**src/rtl/lss_pkg.sv**
```systemverilog
package lss_pkg;

  localparam int REG_W     = 32;
  localparam int STS_W     = 6;
  localparam int NUM_EVT   = 3;
  // Sticky flag positions; firmware decodes these.
  localparam int POS_BAR   = 31;
  localparam int POS_CMD   = 30;
  localparam int POS_SEM   = 29;
  localparam int EVT_LSB   = POS_SEM;
  localparam int SHD_LSB   = 16;
  localparam int SHD_MSB   = SHD_LSB + STS_W - 1;

  // Index of each sticky event within the event vector (LSB = semaphore).
  localparam int EV_SEM = 0;
  localparam int EV_CMD = 1;
  localparam int EV_BAR = 2;

  // Next value of a write-1-to-clear flag: a set beats a clear.
  function automatic logic sticky_next(input logic cur, input logic set,
                                       input logic clr);
    return set | (cur & ~clr);
  endfunction

  // Assemble the visible word; everything not named reads as zero.
  function automatic logic [REG_W-1:0] pack_word(input logic [NUM_EVT-1:0] ev,
                                                 input logic [STS_W-1:0] shd);
    logic [REG_W-1:0] w;
    w = '0;
    w[EVT_LSB +: NUM_EVT] = ev;
    w[SHD_LSB +: STS_W]   = shd;
    return w;
  endfunction

endpackage

```
**src/rtl/lss_sticky_bit.sv**
```systemverilog
module lss_sticky_bit (
  input  logic clk,
  input  logic rst_n,
  input  logic set_evt,
  input  logic clr_req,
  output logic flag
);
  import lss_pkg::*;

  always_ff @(posedge clk) begin
    if (!rst_n) flag <= 1'b0;
    else        flag <= sticky_next(flag, set_evt, clr_req);
  end


  sticky_set_chk: assert property (@(posedge clk) disable iff (!rst_n)
    set_evt |=> flag);


  sticky_clear_chk: assert property (@(posedge clk) disable iff (!rst_n)
    (clr_req && !set_evt) |=> !flag);


  sticky_hold_chk: assert property (@(posedge clk) disable iff (!rst_n)
    (!clr_req && !set_evt) |=> $stable(flag));

endmodule

```
**src/rtl/lss_toggle_det.sv**
```systemverilog
module lss_toggle_det (
  input  logic clk,
  input  logic rst_n,
  input  logic level,
  output logic toggled
);
  logic level_q;

  // During reset the copy follows the input, so release gives no false edge.
  always_ff @(posedge clk) begin
    level_q <= level;
  end

  assign toggled = level ^ level_q;


  toggle_match_chk: assert property (@(posedge clk) disable iff (!rst_n)
    toggled == (level != $past(level)));

endmodule

```
**src/rtl/lss_shadow.sv**
```systemverilog
module lss_shadow #(
  parameter int W = 6
) (
  input  logic         clk,
  input  logic         rst_n,
  input  logic [W-1:0] src,
  output logic [W-1:0] mirror
);

  always_ff @(posedge clk) begin
    if (!rst_n) mirror <= '0;
    else        mirror <= src;
  end


  shadow_track_chk: assert property (@(posedge clk) disable iff (!rst_n)
    1'b1 |=> mirror == $past(src));

endmodule

```
**src/rtl/legacy_smi_status.sv**
```systemverilog
module legacy_smi_status
  import lss_pkg::*;
(
  input  logic             clk,
  input  logic             sus_rst_n,
  input  logic             wr_en,
  input  logic [REG_W-1:0] wr_data,
  input  logic             bar_wr_pulse,
  input  logic             cmd_wr_pulse,
  input  logic             os_owned_sem,
  input  logic [STS_W-1:0] hc_sts,
  output logic [REG_W-1:0] rd_data
);

  // Named internal events for the checks below.
  logic                 sem_toggled;
  logic [NUM_EVT-1:0]   evt_set;
  logic [NUM_EVT-1:0]   evt_clr;
  logic [NUM_EVT-1:0]   evt_flag;
  logic [STS_W-1:0]     sts_shadow;
  logic                 unused_wr_bits;

  // Only the sticky positions respond to writes.
  assign unused_wr_bits = ^wr_data[EVT_LSB-1:0];

  lss_toggle_det u_sem_tog (
    .clk     (clk),
    .rst_n   (sus_rst_n),
    .level   (os_owned_sem),
    .toggled (sem_toggled)
  );

  assign evt_set[EV_SEM] = sem_toggled;
  assign evt_set[EV_CMD] = cmd_wr_pulse;
  assign evt_set[EV_BAR] = bar_wr_pulse;

  for (genvar i = 0; i < NUM_EVT; i++) begin : g_evt
    assign evt_clr[i] = wr_en & wr_data[EVT_LSB + i];

    lss_sticky_bit u_flag (
      .clk     (clk),
      .rst_n   (sus_rst_n),
      .set_evt (evt_set[i]),
      .clr_req (evt_clr[i]),
      .flag    (evt_flag[i])
    );
  end

  lss_shadow #(.W(STS_W)) u_shadow (
    .clk    (clk),
    .rst_n  (sus_rst_n),
    .src    (hc_sts),
    .mirror (sts_shadow)
  );

  assign rd_data = pack_word(evt_flag, sts_shadow);


  set_beats_clear_chk: assert property (@(posedge clk) disable iff (!sus_rst_n)
    (bar_wr_pulse && wr_en && wr_data[POS_BAR]) |=> rd_data[POS_BAR]);


  cmd_flag_chk: assert property (@(posedge clk) disable iff (!sus_rst_n)
    cmd_wr_pulse |=> rd_data[POS_CMD]);


  reserved_zero_chk: assert property (@(posedge clk) disable iff (!sus_rst_n)
    wr_en |=> (rd_data[28:22] == '0) && (rd_data[SHD_LSB-1:0] == '0));


  reset_clear_chk: assert property (@(posedge clk)
    !sus_rst_n |=> rd_data == '0);

endmodule

```
**config.mk**
```make
export PLATFORM = sky130hd
export DESIGN_NAME = legacy_smi_status
export DESIGN_NICKNAME = d
export VERILOG_FILES = /design/src/rtl/lss_pkg.sv /design/src/rtl/lss_sticky_bit.sv /design/src/rtl/lss_toggle_det.sv /design/src/rtl/lss_shadow.sv /design/src/rtl/legacy_smi_status.sv
export SDC_FILE = /design/constraint.sdc
export NUM_CORES = 1
export LEC_CHECK = 0
export BUFFER_PORTS_ARGS = -buffer_cell sky130_fd_sc_hd__buf_4
export CELL_PAD_IN_SITES_DETAIL_PLACEMENT = 1
export CELL_PAD_IN_SITES_GLOBAL_PLACEMENT = 1
export CORE_MARGIN = 2
export CORE_UTILIZATION = 18
export DETAILED_ROUTE_END_ITERATION = 7
export GPL_ROUTABILITY_DRIVEN = 0
export PLACE_DENSITY_LB_ADDON = 0.1
export SYNTH_ARGS = -nofsm -noshare
export SYNTH_HDL_FRONTEND = slang
export SYNTH_SLANG_ARGS = --single-unit
```
**constraint.sdc**
```tcl
create_clock -name clk -period 1.45 [get_ports clk]
set_clock_uncertainty 0.1 [all_clocks]
set_input_delay 0 -clock clk [delete_from_list [all_inputs] [get_ports clk]]
set_output_delay 0 -clock clk [all_outputs]
set_load 0.02 [all_outputs]
```
==> run metrics, run 1 <==
status complete, no violations; CTS tree built; fin crit share a little over nine tenths; WHS Endpoint g_evt[0].u_flag.flag; xor/xnor share of the synthesized area roughly 1.8%; CTS clock-pin slew for the worst setup and hold paths approximately 60 ps; Hold Path Class in -> reg; Hold Path Cell Cnt 3; CTS sink count 10; Via density roughly 3.2; setup bufs post-CTS 0; Leak Pwr 0.4045 nW; multiplexer share of the synthesized area 0%; area fraction of the dominant cell type after synthesis approximately two fifths; Synth Area in Compound Gates under 10%; CP Cell Sequence dlygate4sd3_1, buf_4, and2_1, dlygate4sd3_1; Critical Path RT approximately 1500 ps; DIE AREA roughly 3200 um2; initial core utilization about a fifth; area growth from synthesis to layout 61.22%; Max Cap Viol 0; I/O pins 76; dominant cell type by area after synthesis dfxtp_1; post-DR wirelength/cell about 8.3 um; CP arrival 1410 ps; Final min period between 1000 and 1500 ps; Max IR drop VDD approximately 0.00052 V; largest family of logic cells by synthesized area buffers and inverters; Max Buffers Root-to-Sink 2; die width around 56 um; Via Count 385; sequential cell area fraction in the yosys report between 40% and 50%; initial antenna violation count 0; core area around 2500 um2; WL final about 1000 um; Fmax achieved approximately 730 MHz; root buffer cell clkbuf_4; Yosys cell types 7; Reg2Reg Depth 3; final worst slack slightly below 90 ps; CP max FO 9; Worst R2R Setup Slack about 100 ps; n_diodes 0; Worst path top cell family by delay buffers and inverters; TNS Setup 0 ps; DP HPWL 692.4 um; gr usage total slightly below 7%; Synth Cell Area roughly 490 um2; global-route wire length before repair 1580 um; row cnt 18; adder-cell share of the synthesized area 0%; Largest stage delay, worst path approximately 550 ps; Fillers 299; startpoint types input pin; reg2reg end g_evt[2].u_flag.flag; layout cells sized above 1 28.89%; Final Setup Violations 0; I/O Buffers 23; vias in the first global route approximately 360; DRT Pass-1 Iters 2; Fin. Hold Viols 0; Cells after DPL approximately 100; cell mode on critical path dlygate4sd3_1; FF+latch count, synth 10; final instance count without filler cells 120; CP Capture Type flop; slowest cell on the critical path dlygate4sd3_1; fin. max-slew vios 0; Syn. warnings 0; initial DRC count 2; Worst Hold Launch wr_data[29]; H-tree Lvls 1; worst path bufs/invs 3; final net count 136; Syn Inst Count 50; syn_area_per_cell slightly below 10 um2; Inserted Clock Buffers 3; RSZ-0062 raised after global routing false; Place WS 641.9 ps; drc violations 0; global route overflow 0; DRT antenna net count 0; chip height 56.20 um; worst reg2reg path startpoint g_evt[2].u_flag.flag; Power Density approximately 840 nW/um2; largest net degree at the start of global routing 10; Simple-Gate Fraction of Synth Area roughly 7.7%; worst skew pair latency 260 ps; critical path class in -> reg; dominant cells by area after synthesis dfxtp_1 (41%), buf_4 (40%), and2_1 (7.7%)
## cell usage in the layout, fill, tap and decap left out, drive strengths merged
cell         synthesis  final
a21boi               3      3
and2                 6      6
buf                 26     23
clkbuf               0      3
conb                 1     23
dfxtp               10     10
dlygate4sd3          0     18
o21a                 3      3
xor2                 1      1
## synth_stat cells
cell type and n:
a21boi_0 3, and2_1 6, buf_4 26, conb_1 1, dfxtp_1 10, o21a_1 3, xor2_1 1
## flip-flops by register name, summed over array words and instances, names as in the netlist
name               flops
u_sem_tog.level_q      1
u_shadow.mirror        6
g_evt.u_flag.flag      3
## how the worst max path moves through the flow
| stage | startpoint | endpoint | slack (ps) | cells after the start |
|---|---|---|---|---|
| after floorplan | u_sem_tog.level_q | g_evt[0].u_flag.flag | 660 | 2 |
| after global placement | u_sem_tog.level_q | g_evt[0].u_flag.flag | 640 | 2 |
| after detailed placement | u_sem_tog.level_q | g_evt[0].u_flag.flag | 640 | 2 |
| after CTS | os_owned_sem | g_evt[0].u_flag.flag | 20 | 5 |
| after global routing | g_evt[1].u_flag.flag | g_evt[1].u_flag.flag | 40 | 3 |
| final | sus_rst_n | u_shadow.mirror[0] | 90 | 4 |
## per-layer routing
layer  vias to the layer above  GRT usage, %  share of wire (%)
met5                         -             0                  0
met4                         0         1.020                  0
met3                         0         5.349                 16
met2                        30         11.43                 51
met1                       168         6.546                 33
li1                        187             -                  -
## cell families after synthesis
| family | count (synthesis) |
|---|---|
| simple gates | 6 |
| compound gates | 6 |
| flops | 10 |
| xor+xnor | 1 |
| buf+inv | 26 |
| other cells | 1 |
## worst register-to-register path: cells and delay by family, from the launching register on
kind,cells,cell delay [ps]
buffers and inverters,1,550
DFF,1,310
AOI/OAI and AO/OA,2,290
## through the flow
stage / area (um2) / hold slack [ps] / total power [mW] / utilization, %
2_1_floorplan: 573.1 / -72.28 / 0.4468 / -
3_3_place_gp: 588.1 / 25.05 / 0.4486 / 23.31
3_5_place_dp: 588.1 / 23.53 / 0.4488 / 23.31
4_1_cts: 800.8 / 281.4 / 0.6878 / 31.75
5_1_grt: 790.8 / 23.85 / 0.7183 / 31.35
6_report: 790.8 / 4.675 / 0.6672 / 31.35
## power by group
| group | leakage (nW) | internal (mW) | switching (mW) | total (mW) |
|---|---|---|---|---|
| Clock | 0.0138 | 0.0957 | 0.0902 | 0.186 |
| Sequential | 0.0836 | 0.292 | 0.00547 | 0.297 |
| Combinational | 0.307 | 0.0862 | 0.0979 | 0.184 |
| Total | 0.405 | 0.474 | 0.194 | 0.667 |
## cell type report
type / instances / area, um2 / share of cell area (%)
clock buffers: 3 / 22.52 / 2.848
well taps: 30 / 37.54 / 4.747
flip-flops and latches: 10 / 200.2 / 25.32
multi-input cells: 36 / 177.7 / 22.47
repair buffers: 41 / 352.8 / 44.62
## timing repair
item / in CTS / in global routing
setup endpoints to repair: 0 / 1
endpoints found under the hold margin: 10 / 0
hold buffers: 19 / 0
resized for setup: 0 / 0
Note: power is estimated with default switching activity, not from simulation.
==> run 2, diff against run 1 <==
--- a/config.mk
+++ b/config.mk
@@ -8,7 +8,6 @@
 export BUFFER_PORTS_ARGS = -buffer_cell sky130_fd_sc_hd__buf_4
 export CELL_PAD_IN_SITES_DETAIL_PLACEMENT = 1
 export CELL_PAD_IN_SITES_GLOBAL_PLACEMENT = 1
-export CORE_MARGIN = 2
 export CORE_UTILIZATION = 18
 export DETAILED_ROUTE_END_ITERATION = 7
 export GPL_ROUTABILITY_DRIVEN = 0
==> constraint.sdc (replaced) <==
create_clock -name clk -period 1.45 [get_ports clk]
set_clock_uncertainty 0.1 [all_clocks]
set_input_delay 0.2175 -clock clk [delete_from_list [all_inputs] [get_ports clk]]
set_output_delay 0.2175 -clock clk [all_outputs]
set_load 0.02 [all_outputs]
==> run 2 against run 1 <==
Against the previous run:
- non-clock buffer count down 17
- clock power rose by 2%
- maximum frequency up 23%
- first-iteration DRC count is 50% lower
- routed wire length is 17% lower
- final area shrank 22%
- critical endpoint is now g_evt[0].u_flag.flag
- largest cell class is now registers
- largest power group unchanged
==> run metrics, run 2 (synthesized netlist as in run 1, its figures left out) <==
worst path bufs/invs 2; chip height approximately 54 um; Final min period ~1100 ps; fin. max-slew vios 0; worst reg2reg path startpoint u_sem_tog.level_q; Max Cap Viol 0; Fmax achieved roughly 900 MHz; global route overflow 0; CP Capture Type flop; Max IR drop VDD ~0.00031 V; global-route wire length before repair 1083 um; CTS sink count 10; number of flip-flops in the largest register 6; Inserted Clock Buffers 3; Fillers between 300 and 400; TNS Setup 0 ps; n_diodes 0; startpoint types input pin; Critical Path RT 1510 ps; layout cells sized above 1 a little over a third; CTS clock-pin slew for the worst setup and hold paths about 70 ps; area growth from synthesis to layout 26.53%; reg2reg end g_evt[0].u_flag.flag; setup bufs post-CTS 0; post-DR wirelength/cell 8.039 um; CP arrival approximately 1200 ps; largest net degree at the start of global routing 10; Largest stage delay, worst path 530 ps; worst skew pair latency approximately 260 ps; initial core utilization around a fifth; CTS tree built; root buffer cell clkbuf_4; Reg with most FFs u_shadow.mirror; Via Count approximately 310; Hold Path Cell Cnt 2; Fin. Hold Viols 0; Worst path top cell family by delay buffers and inverters; multi-input logic area about 180 um2; critical path class in -> reg; Leak Pwr 0.3230 nW; Hold Path Class in -> reg; RSZ-0062 raised after global routing false; WL final a little over 800 um; die width approximately 54 um; area of placed instances 588.1 um2; Final Setup Violations 0; CP Cell Sequence dlygate4sd3_1, buf_4, xor2_1, o21a_1; WHS Endpoint u_shadow.mirror[0]; I/O pins 76; vias in the first global route roughly 240; Via density around 3.0; Reg2Reg Depth 2; final net count ~120; fin crit share approximately three quarters; Worst Hold Launch hc_sts[0]; Overall Power 633.7 uW; DRT antenna net count 0; slowest cell on the critical path dlygate4sd3_1; I/O Buffers 23; Max Buffers Root-to-Sink 2; initial DRC count 1; status complete, no violations; Design Area, Final between 600 and 700 um2; gr usage total roughly 5.8%; DRT Pass-1 Iters 3; row cnt 18; CP max FO 2; largest registers u_shadow.mirror x6, g_evt.u_flag.flag x3, u_sem_tog.level_q x1; DP HPWL 666.8 um; DIE AREA approximately 2900 um2; core area roughly 2500 um2; Worst R2R Setup Slack ~640 ps; most frequent cells in the layout conb_1 (23), buf_4 (23), dfxtp_1 (10), and2_1 (6); Register Area roughly 200 um2; H-tree Lvls 1; initial antenna violation count 0; drc violations 0; Power Density ~1000 nW/um2
-- run 2: cell count changes in the layout (fill, tap and decap cells not counted), sizes merged --
| cell | before | now |
|---|---|---|
| dlygate4sd3 | 18 | 1 |
-- run 2: routing by layer --
layer / track usage (%) / vias up / wire, um
li1: - / 154 / -
met1: 6.312 / 132 / 333
met2: 8.130 / 26 / 364
met3: 1.977 / 0 / 130
met4: 6.410 / 0 / 0
met5: 0 / - / 0
-- run 2: stage by stage --
step / utilization [%] / std cells / worst slack (ps) / hold WS, ps
finish: 24.60 / 103 / 339.4 / 59.49
global route: 24.60 / 103 / 303.0 / 45.46
CTS: 24.60 / 103 / 348.1 / 43.48
detailed placement: 23.31 / 99 / 611.8 / 242.7
global placement: 23.31 / 99 / 610.3 / 242.7
floorplan: - / 72 / 656.2 / 145.2
-- run 2: worst max-delay path by stage --
stage                                 start                    to  slack (ps)  cells after the start
after floorplan           u_sem_tog.level_q  g_evt[0].u_flag.flag         660                      2
after global placement         os_owned_sem  g_evt[0].u_flag.flag         610                      3
after detailed placement       os_owned_sem  g_evt[0].u_flag.flag         610                      3
after CTS                      os_owned_sem  g_evt[0].u_flag.flag         350                      4
after global routing           os_owned_sem  g_evt[0].u_flag.flag         300                      4
final                          os_owned_sem  g_evt[0].u_flag.flag         340                      4
-- run 2: layout make-up --
| type | count | area share [%] |
|---|---|---|
| Sequential cell | 10 | 32.26 |
| Timing Repair Buffer | 24 | 29.44 |
| Multi-Input combinational cell | 36 | 28.63 |
| Tap cell | 30 | 6.048 |
| Clock buffer | 3 | 3.629 |
-- run 2: timing repair --
action / 4_1_cts / 5_1_grt
resized for setup: 0 / 0
hold endpoints to repair: 1 / 0
hold buffers: 1 / 0
-- run 2: report_power, final --
group | internal, mW | switching [mW] | leakage, nW | total (mW)
sequential | 0.292 | 0.00555 | 0.0836 | 0.297
combinational | 0.0554 | 0.0911 | 0.226 | 0.146
clock | 0.0957 | 0.0944 | 0.0138 | 0.190
==> run 3, diff against run 2 <==
--- a/config.mk
+++ b/config.mk
@@ -8,7 +8,7 @@
 export BUFFER_PORTS_ARGS = -buffer_cell sky130_fd_sc_hd__buf_4
 export CELL_PAD_IN_SITES_DETAIL_PLACEMENT = 1
 export CELL_PAD_IN_SITES_GLOBAL_PLACEMENT = 1
-export CORE_UTILIZATION = 18
+export CORE_UTILIZATION = 17
 export DETAILED_ROUTE_END_ITERATION = 7
 export GPL_ROUTABILITY_DRIVEN = 0
 export PLACE_DENSITY_LB_ADDON = 0.1
==> constraint.sdc (replaced) <==
create_clock -name clk -period 1.1 [get_ports clk]
set_clock_uncertainty 0.1 [all_clocks]
set_input_delay 0.165 -clock clk [delete_from_list [all_inputs] [get_ports clk]]
set_output_delay 0.165 -clock clk [all_outputs]
set_load 0.02 [all_outputs]
==> run 3 against run 2 <==
Against the previous run:
- combinational power grew 36%
- setup slack lost 310 ps
- critical path type unchanged
- non-clock buffer count grew 2
- flip-flop and latch count is the same
- hold slack lost 46 ps
- final area grew 3.4%
- global-route usage shrank 0.20 points
- via count grew 6.7%
==> run metrics, run 3 (synthesized netlist as in run 1, its figures left out) <==
status complete, no violations; CP Capture Type flop; H-tree Lvls 1; vias in the first global route between 200 and 300; DIE AREA just over 3000 um2; WHS Endpoint g_evt[2].u_flag.flag; Place WS ~290 ps; WL final 815 um; area growth from synthesis to layout 30.87%; CTS tree built; CTS clock-pin slew for the worst setup and hold paths around 70 ps; Reg2Reg Depth 2; critical path class in -> reg; Largest stage delay, worst path 530 ps; Critical Path RT around 1200 ps; Inserted Clock Buffers 3; most frequent cells in the layout conb_1 (23), buf_4 (23), dfxtp_1 (10), and2_1 (6); post-DR wirelength/cell around 7.7 um; Final min period 1074 ps; n_diodes 0; Max Buffers Root-to-Sink 2; largest net degree at the start of global routing 10; TNS Setup 0 ps; CP arrival 1130 ps; number of flip-flops in the largest register 6; worst reg2reg path startpoint u_sem_tog.level_q; chip height roughly 56 um; core area ~2700 um2; CP Cell Sequence dlygate4sd3_1, buf_4, xor2_1, o21a_1; global-route wire length before repair around 1200 um; final net count around 120; Power Density approximately 1300 nW/um2; Reg with most FFs u_shadow.mirror; Hold Path Cell Cnt 2; CP max FO 2; Worst R2R Setup Slack about 280 ps; die width approximately 56 um; slowest cell on the critical path dlygate4sd3_1; Post-CTS Resized 0; initial core utilization between 10% and 20%; Hold Slack 13.76 ps; DRT antenna net count 0; Max IR drop VDD approximately 0.00039 V; gr usage total ~5.6%; worst skew pair latency 260 ps; root buffer cell clkbuf_4; I/O Buffers 23; drc violations 0; layout cells sized above 1 34.67%; reg2reg end g_evt[0].u_flag.flag; Max Cap Viol 0; RSZ-0062 raised after global routing false; I/O pins 76; fin. max-slew vios 0; Final Setup Violations 0; Leak Pwr 0.3313 nW; row cnt 19; Fmax achieved 931.5 MHz; Via Count around 330; final worst slack 26.48 ps; Worst Hold Launch bar_wr_pulse; DRT Pass-1 Iters 3; fin crit share 97.59%; global route overflow 0; initial DRC count 1; Hold Path Class in -> reg; largest registers u_shadow.mirror x6, g_evt.u_flag.flag x3, u_sem_tog.level_q x1; Overall Power about 840 uW; initial antenna violation count 0; Via density about 3.1; Fin. Hold Viols 0; CTS sink count 10; startpoint types input pin
==> run 3: area by class of cell <==
class / instances / area (um2)
fill: 329 / 2092
timing repair buffer: 26 / 202.7
sequential: 10 / 200.2
multi-input combinational: 36 / 177.7
tap: 31 / 38.79
clock buffer: 3 / 22.52
==> run 3: power by group <==
| group | internal, mW | leakage (nW) | switching [mW] |
|---|---|---|---|
| Combinational | 0.0776 | 0.234 | 0.122 |
| Sequential | 0.384 | 0.0836 | 0.00727 |
| Clock | 0.126 | 0.0138 | 0.119 |
==> run 3: worst max-delay path: cells and delay by family <==
family                    cells  cell delay, ps
buffers and inverters         2             670
AOI/OAI and AO/OA             1             160
xor gates and xnor gates      1             130
==> run 3: how the worst max path moves through the flow <==
| stage | start | cells after the start | to |
|---|---|---|---|
| 2_1_floorplan | u_sem_tog.level_q | 2 | g_evt[0].u_flag.flag |
| 4_1_cts | os_owned_sem | 4 | g_evt[0].u_flag.flag |
| 3_5_place_dp | u_sem_tog.level_q | 2 | g_evt[0].u_flag.flag |
| 3_3_place_gp | u_sem_tog.level_q | 2 | g_evt[0].u_flag.flag |
| 5_1_grt | os_owned_sem | 4 | g_evt[0].u_flag.flag |
| 6_report | os_owned_sem | 4 | g_evt[0].u_flag.flag |
==> run 3: what timing repair did <==
item                      in CTS  in global routing
hold buffers                   2                  1
buffers inserted               0                  0
hold endpoints to repair       2                  1
==> run 3: stage by stage <==
stage                     cells  instance area, um2  util (%)
after floorplan              72               573.1         -
after detailed placement    100               589.3     21.56
final                       106               641.9     23.48
after global routing        106               641.9     23.48
after CTS                   105               631.9     23.11
after global placement      100               589.3     21.56
==> run 3: per-layer routing <==
metal  part of all wire (%)  GRT usage, %
met4                      0         4.286
met5                      0             0
met2                     44         8.262
met3                     16         3.721
met1                     40         5.452
